## config.mk

```make
export PLATFORM = sky130hd
export DESIGN_NAME = ext_bus_waitctl
export DESIGN_NICKNAME = d
export VERILOG_FILES = /design/src/rtl/ebw_pkg.sv /design/src/rtl/ebw_phase.sv /design/src/rtl/ebw_cfgsel.sv /design/src/rtl/ebw_seq.sv /design/src/rtl/ext_bus_waitctl.sv
export SDC_FILE = /design/constraint.sdc
export NUM_CORES = 1
export LEC_CHECK = 0
export ABC_AREA = 1
export BUFFER_PORTS_ARGS = -buffer_cell sky130_fd_sc_hd__buf_2
export CAP_MARGIN = 20
export CORE_MARGIN = 2
export CORE_UTILIZATION = 35
export CTS_BUF_LIST = sky130_fd_sc_hd__clkbuf_2 sky130_fd_sc_hd__clkbuf_4 sky130_fd_sc_hd__clkbuf_8
export DETAILED_ROUTE_END_ITERATION = 10
export PLACE_DENSITY = 0.59
export SKIP_CTS_REPAIR_TIMING = 1
export SYNTH_ARGS = -nofsm -noshare
export SYNTH_HDL_FRONTEND = slang
export SYNTH_SLANG_ARGS = --single-unit
```

## constraint.sdc

```tcl
create_clock -name clk -period 1.65 [get_ports clk]
set_input_delay 0.165 -clock clk [delete_from_list [all_inputs] [get_ports clk]]
set_output_delay 0.165 -clock clk [all_outputs]
set_load 0.01 [all_outputs]
```

## src/rtl/ebw_pkg.sv

```systemverilog
package ebw_pkg;
  typedef enum logic [1:0] {
    ST_IDLE = 2'd0,
    ST_ADDR = 2'd1,
    ST_ACT  = 2'd2
  } ebw_state_t;
endpackage

```

## src/rtl/ebw_phase.sv

```systemverilog
module ebw_phase (
  input  logic clk,
  input  logic rst,
  output logic ph,
  output logic bclk
);
  logic ph_q;

  // ph_q = 1 : second (low) half of a bus-clock period
  always_ff @(posedge clk) begin
    if (rst) ph_q <= 1'b1;
    else     ph_q <= ~ph_q;
  end

  assign ph   = ph_q;
  assign bclk = ~ph_q;

  a_r11_bclk_toggle: assert property (@(posedge clk) disable iff (rst)
    !$past(rst) |-> (bclk != $past(bclk)));
endmodule

```

## src/rtl/ebw_cfgsel.sv

```systemverilog
module ebw_cfgsel #(
  parameter int NCS = 4,
  parameter int WCW = 2,
  localparam int CW = $clog2(NCS),
  localparam int PW = WCW + 1
) (
  input  logic [NCS*WCW-1:0] sw_wait,
  input  logic [NCS-1:0]     wait_dis,
  input  logic [CW-1:0]      region,
  output logic [PW-1:0]      sw_per,
  output logic               honor
);
  logic [WCW-1:0] code [NCS];

  for (genvar g = 0; g < NCS; g++) begin : g_code
    assign code[g] = sw_wait[g*WCW +: WCW];
  end

  always_comb begin
    honor  = ~wait_dis[region];
    sw_per = honor ? (PW'(code[region]) + PW'(1)) : '0;
  end
endmodule

```

## src/rtl/ebw_seq.sv

```systemverilog
module ebw_seq
  import ebw_pkg::*;
#(
  parameter int AW  = 20,
  parameter int DW  = 16,
  parameter int NCS = 4,
  parameter int PW  = 3,
  localparam int CW = $clog2(NCS)
) (
  input  logic          clk,
  input  logic          rst,
  input  logic          ph,
  input  logic          mux_mode,
  input  logic          req,
  input  logic [AW-1:0] req_addr,
  input  logic          req_we,
  input  logic [1:0]    req_be,
  input  logic [DW-1:0] req_wdata,
  input  logic [PW-1:0] sw_per,
  input  logic          honor,
  input  logic          rdy_n,
  input  logic [DW-1:0] bus_din,
  output logic          ack,
  output logic [DW-1:0] rdata,
  output logic [AW-1:0] bus_addr,
  output logic [DW-1:0] bus_dout,
  output logic          bus_doe,
  output logic [NCS-1:0] cs_n,
  output logic          rd_n,
  output logic          wr_n,
  output logic          wrl_n,
  output logic          wrh_n,
  output logic          bhe_n,
  output logic          ale,
  output logic          hlda_n
);
  ebw_state_t    st;
  logic [PW-1:0] pcnt;
  logic          fin, rwait, honor_q, we_q;
  logic [1:0]    be_q;
  logic [DW-1:0] wd_q;
  logic [CW-1:0] region;

  assign region = req_addr[AW-1 -: CW];

  always_ff @(posedge clk) begin
    if (rst) begin
      st <= ST_IDLE;  pcnt <= '0;  fin <= 1'b0;  rwait <= 1'b0;
      honor_q <= 1'b0;  we_q <= 1'b0;  be_q <= '0;  wd_q <= '0;
      ack <= 1'b0;  rdata <= '0;  bus_addr <= '0;  bus_dout <= '0;
      bus_doe <= 1'b0;  cs_n <= '1;  rd_n <= 1'b1;  wr_n <= 1'b1;
      wrl_n <= 1'b1;  wrh_n <= 1'b1;  bhe_n <= 1'b1;  ale <= 1'b0;
      hlda_n <= 1'b1;
    end else begin
      ack <= 1'b0;
      unique case (st)
        ST_IDLE: if (req && ph) begin
          bus_addr <= req_addr;  we_q <= req_we;  be_q <= req_be;
          wd_q <= req_wdata;  honor_q <= honor;  pcnt <= sw_per;
          fin <= 1'b0;  rwait <= 1'b0;
          cs_n  <= ~(NCS'(1) << region);
          bhe_n <= ~req_be[1];
          if (mux_mode) begin
            st <= ST_ADDR;  ale <= 1'b1;
            bus_dout <= req_addr[DW-1:0];  bus_doe <= 1'b1;
          end else begin
            st <= ST_ACT;
            rd_n  <= req_we;  wr_n <= ~req_we;
            wrl_n <= ~(req_we & req_be[0]);  wrh_n <= ~(req_we & req_be[1]);
            bus_dout <= req_wdata;  bus_doe <= req_we;
          end
        end
        ST_ADDR: if (ph) begin
          st <= ST_ACT;  ale <= 1'b0;
          rd_n  <= we_q;  wr_n <= ~we_q;
          wrl_n <= ~(we_q & be_q[0]);  wrh_n <= ~(we_q & be_q[1]);
          bus_dout <= wd_q;  bus_doe <= we_q;
        end
        ST_ACT: begin
          if (!ph) begin
            // falling bus-clock edge
            if (pcnt == '0) begin
              if (honor_q && !rdy_n) rwait <= 1'b1;
              else begin
                rwait <= 1'b0;  fin <= 1'b1;
                if (!we_q) rdata <= bus_din;
              end
            end
          end else if (fin) begin
            st <= ST_IDLE;  fin <= 1'b0;  ack <= 1'b1;
            cs_n <= '1;  rd_n <= 1'b1;  wr_n <= 1'b1;  wrl_n <= 1'b1;
            wrh_n <= 1'b1;  bhe_n <= 1'b1;  bus_doe <= 1'b0;
          end else if (pcnt != '0) begin
            pcnt <= pcnt - PW'(1);
          end
        end
        default: st <= ST_IDLE;
      endcase
    end
  end

  a_r2_cs_onehot: assert property (@(posedge clk) disable iff (rst)
    $onehot0(~cs_n));
  a_r2_idle_no_cs: assert property (@(posedge clk) disable iff (rst)
    (st == ST_IDLE) |-> (cs_n == '1));
  a_r5_no_ready_wait: assert property (@(posedge clk) disable iff (rst)
    !honor_q |-> !rwait);
  a_r7_freeze: assert property (@(posedge clk) disable iff (rst)
    (rwait && $past(rwait)) |-> ($stable(bus_addr) && $stable(bus_dout) &&
      $stable(bus_doe) && $stable(cs_n) && $stable(rd_n) && $stable(wr_n) &&
      $stable(wrl_n) && $stable(wrh_n) && $stable(bhe_n) && $stable(ale) &&
      $stable(hlda_n)));
  a_r8_ale_quiet: assert property (@(posedge clk) disable iff (rst)
    ale |-> (rd_n && wr_n && wrl_n && wrh_n));
  a_r10_ack_pulse: assert property (@(posedge clk) disable iff (rst)
    ack |=> !ack);
endmodule

```

## src/rtl/ext_bus_waitctl.sv

```systemverilog
module ext_bus_waitctl #(
  parameter int AW  = 20,
  parameter int DW  = 16,
  parameter int NCS = 4,
  parameter int WCW = 2,
  localparam int CW = $clog2(NCS),
  localparam int PW = WCW + 1
) (
  input  logic               clk,
  input  logic               rst,
  input  logic               mux_mode,
  input  logic [NCS*WCW-1:0] sw_wait,
  input  logic [NCS-1:0]     wait_dis,
  input  logic               req,
  input  logic [AW-1:0]      req_addr,
  input  logic               req_we,
  input  logic [1:0]         req_be,
  input  logic [DW-1:0]      req_wdata,
  output logic               ack,
  output logic [DW-1:0]      rdata,
  output logic               bclk,
  output logic [AW-1:0]      bus_addr,
  output logic [DW-1:0]      bus_dout,
  output logic               bus_doe,
  input  logic [DW-1:0]      bus_din,
  output logic [NCS-1:0]     cs_n,
  output logic               rd_n,
  output logic               wr_n,
  output logic               wrl_n,
  output logic               wrh_n,
  output logic               bhe_n,
  output logic               ale,
  output logic               hlda_n,
  input  logic               rdy_n
);
  logic          ph, honor;
  logic [PW-1:0] sw_per;

  ebw_phase u_phase (.clk(clk), .rst(rst), .ph(ph), .bclk(bclk));

  ebw_cfgsel #(.NCS(NCS), .WCW(WCW)) u_cfg (
    .sw_wait(sw_wait), .wait_dis(wait_dis), .region(req_addr[AW-1 -: CW]),
    .sw_per(sw_per), .honor(honor));

  ebw_seq #(.AW(AW), .DW(DW), .NCS(NCS), .PW(PW)) u_seq (
    .clk(clk), .rst(rst), .ph(ph), .mux_mode(mux_mode), .req(req),
    .req_addr(req_addr), .req_we(req_we), .req_be(req_be),
    .req_wdata(req_wdata), .sw_per(sw_per), .honor(honor), .rdy_n(rdy_n),
    .bus_din(bus_din), .ack(ack), .rdata(rdata), .bus_addr(bus_addr),
    .bus_dout(bus_dout), .bus_doe(bus_doe), .cs_n(cs_n), .rd_n(rd_n),
    .wr_n(wr_n), .wrl_n(wrl_n), .wrh_n(wrh_n), .bhe_n(bhe_n), .ale(ale),
    .hlda_n(hlda_n));
endmodule

```

==> summary.txt <==
Outcome
  – Outcome: finished clean

Floorplanning
  – Initial core utilization: 36.3%
  – Chip width: 111 um
  – Placement row count: 38
  – Die footprint: 12200 um2
  – CORE AREA: 11000 um2
  – Ports: 138
  – Die height: 111 um

Placed design
  – DP Wirelength: 8220 um
  – DP Worst Slack: -0.00182 ns
  – IO buf count: 136
  – GP Congestion: 0.840

Logic synthesis
  – Mapped cell area: 3980 um2
  – Synth warnings: 0
  – Synth top area share: 45.7%
  – Cell with the most instances after synthesis: nand2_1
  – Register area share after synthesis: 45.7%
  – Post-synth top area cell: dfxtp_1
  – Synth Net Count: 648
  – Synth Flop Type: dfxtp_1
  – FFs w/ async S/R, synth: 0%
  – Avg Cell Area, Syn: 7.02 um2
  – Post-synth top cells: 153 x nand2_1, 94 x nor2_1, 91 x dfxtp_1, 53 x a21oi_1, 47 x o21ai_0
  – Distinct cells, synth: 27
  – FF+latch count, synth: 91
  – Post-synth EDFFs: 0
  – Largest cells by area after synthesis: dfxtp_1 46%, nand2_1 14%, nor2_1 8.9%
  – Cell count after synthesis: 567

Worst hold path
  – Hold Path Sink: u_seq.rdata[5]$_SDFFE_PP0P_
  – Hold wc startpoint: bus_din[5]
  – Min-Delay Path Class: input port to flop
  – Hold Path Cell Cnt: 3

Global route
  – Largest net degree at the start of global routing: 50
  – GRT overflow: 0
  – Initial antenna violation count: 1
  – Tot GR Track Use: 17.8%
  – Vias in the first global route: 3756
  – First-pass GRT wire length: 18100 um

Power
  – PnR Total Power: 9.25 mW
  – Lkg Pwr: 2.50 nW
  – P per Cell Area: 1780 nW/um2
  – Worst vdd ir: 0.000741 V

STA
  – Fin. Hold Viols: 0
  – Tcrit/Tclk final: 94.7%
  – Finish-stage setup viols: 0
  – WHS: 0.0448 ns
  – Fmax: 640 MHz
  – Final Critical Period: 1.56 ns
  – RSZ-0062 raised after global routing: no
  – Final worst slack: 0.0875 ns
  – Clock Skews: 0.0137 ns
  – Max-slew violations: 0

Clock network
  – Worst-path clk slew: 0.10 ns
  – Clock sinks: 91
  – CTS tree: yes
  – Root buffer cell: clkbuf_8
  – Clk Latency, worst-skew pair: 0.37 ns
  – Htree depth: 3
  – Clk buf depth: 2
  – TritonCTS Buffers: 9

Setup path
  – Path type of the worst setup path: flop to flop
  – Crit-path cells: inv_1 > ha_2 > inv_2 > clkbuf_16 > a31oi_1 > nor2_1 > nor2_1
  – R2r startpoint: u_seq.st[1]$_SDFFE_PP0P_
  – Reg2reg path depth: 7
  – Peak fanout along the critical path: 17
  – Worst EP required: 1.96 ns
  – Top cell by count, worst path: nor2_1
  – WP data arrival: 1.88 ns
  – CP peak stage delay: 0.32 ns
  – Crit-path slowest cell: dfxtp_1
  – Critical path endpoint category: flop
  – Buf+Inv Stages, Crit Path: 3
  – FF-to-FF setup slack: 0.09 ns
  – Worst path top cell family by delay: buffers and inverters
  – Crit Reg-Reg Endpoint: u_seq.bus_dout[14]$_SDFFE_PP0P_
  – CP startpoint kind: flop

Finish
  – Layout cells sized above 1: 27.4%
  – Nets@finish: 787
  – P&R area growth vs syn: 30.9%

Job
  – Max Cap Viol: 0

Drt
  – Initial DRC Count: 257
  – Residual DRC: 0
  – Avg WL per Cell: 13.3 um
  – First-pass detailed-route iteration total: 5
  – Final ANT Viol Nets: 0
  – Via count: 4092
  – Via-per-instance ratio: 4.80
  – Detailed Route WL: 11300 um
==> routing by layer <==
| layer | wire length, um | up-vias | part of all wire (%) | GRT usage, % |
|---|---|---|---|---|
| met5 | 0 | - | 0 | 0 |
| met4 | 208 | 0 | 1.8 | 6.17 |
| met3 | 663 | 13 | 5.8 | 3.77 |
| met2 | 4830 | 150 | 43 | 26.7 |
| met1 | 5640 | 1816 | 50 | 25.4 |
| li1 | - | 2113 | - | - |
==> sequential cells by signal, summed over array words and instances (netlist names), 2 cells and up <==
| signal | count |
|---|---|
| u_seq.be_q | 2 |
| u_seq.bus_addr | 20 |
| u_seq.bus_dout | 16 |
| u_seq.cs_n | 4 |
| u_seq.pcnt | 3 |
| u_seq.rdata | 16 |
| u_seq.st | 2 |
| u_seq.wd_q | 16 |
==> per-stage QoR <==
| stage | utilization (%) | setup TNS, ns | cells | area (um2) |
|---|---|---|---|---|
| global placement | 44.2 | 0 | 832 | 4860 |
| detailed placement | 44.2 | -0.00182 | 832 | 4860 |
| global route | 47.4 | 0 | 851 | 5210 |
| finish | 47.5 | 0 | 852 | 5210 |
| CTS | 46.7 | -0.0288 | 848 | 5120 |
| floorplan | - | 0 | 567 | 3980 |
==> cells by family (layout without fill, tap and decap cells) <==
kind of cell	Yosys count	in the layout	synth area share (%)
other	1	2	0.0942
flip-flops	91	91	45.7
XOR/XNOR	1	1	0.220
AO/OA/AOI/OAI	121	121	16.1
AND/OR/NAND/NOR	285	285	28.4
buffers and inverters	59	203	6.66
adder cells (fa/ha/maj)	9	9	2.83
==> cell usage in the layout, fill, tap and decap left out, drive strengths merged, types with 2 or more instances in the layout <==
cell,count
nor2,95
nand3,26
clkbuf,11
nor3,6
o21ai,50
a31oi,15
nand2,156
clkinv,2
buf,158
a21oi,54
inv,27
dfxtp,91
ha,9
bufinv,4
o21bai,2
==> power by group <==
group	internal (mW)	total (mW)	leakage (nW)	switching, mW
combinational	1.72	4.27	1.62	2.55
clock	1.18	2.00	0.131	0.816
sequential	2.72	2.99	0.746	0.267
==> tightest hold or removal path: stages <==
cell and delay (ns):
buf_2 0.08, o21ai_0 0.07, nor2_1 0.07
==> area by class of cell <==
cell class	instances	area (um2)
diodes	1	2.50
multi-input cells	417	1930
fillers	1110	5770
clock inverters	6	136
well taps	140	175
repair buffers	159	903
clock buffers	10	131
inverters	28	109
flip-flops and latches	91	1820
==> worst max path at each step <==
stage / startpoint / to / slack, ns / cells past startpoint
final: u_seq.st[1]$_SDFFE_PP0P_ / u_seq.bus_dout[14]$_SDFFE_PP0P_ / 0.09 / 7
after global routing: u_seq.st[1]$_SDFFE_PP0P_ / u_seq.bus_dout[1]$_SDFFE_PP0P_ / 0.009 / 8
after CTS: u_seq.st[0]$_SDFFE_PP0P_ / u_seq.bus_dout[11]$_SDFFE_PP0P_ / -0.01 / 8
after detailed placement: u_seq.st[0]$_SDFFE_PP0P_ / u_seq.bus_dout[11]$_SDFFE_PP0P_ / -0.002 / 8
after global placement: u_seq.st[0]$_SDFFE_PP0P_ / u_seq.bus_dout[13]$_SDFFE_PP0P_ / 0.03 / 8
after floorplan: u_seq.st[1]$_SDFFE_PP0P_ / u_seq.bus_dout[10]$_SDFFE_PP0P_ / 0.12 / 9
Power figures use the tool's default switching activity.
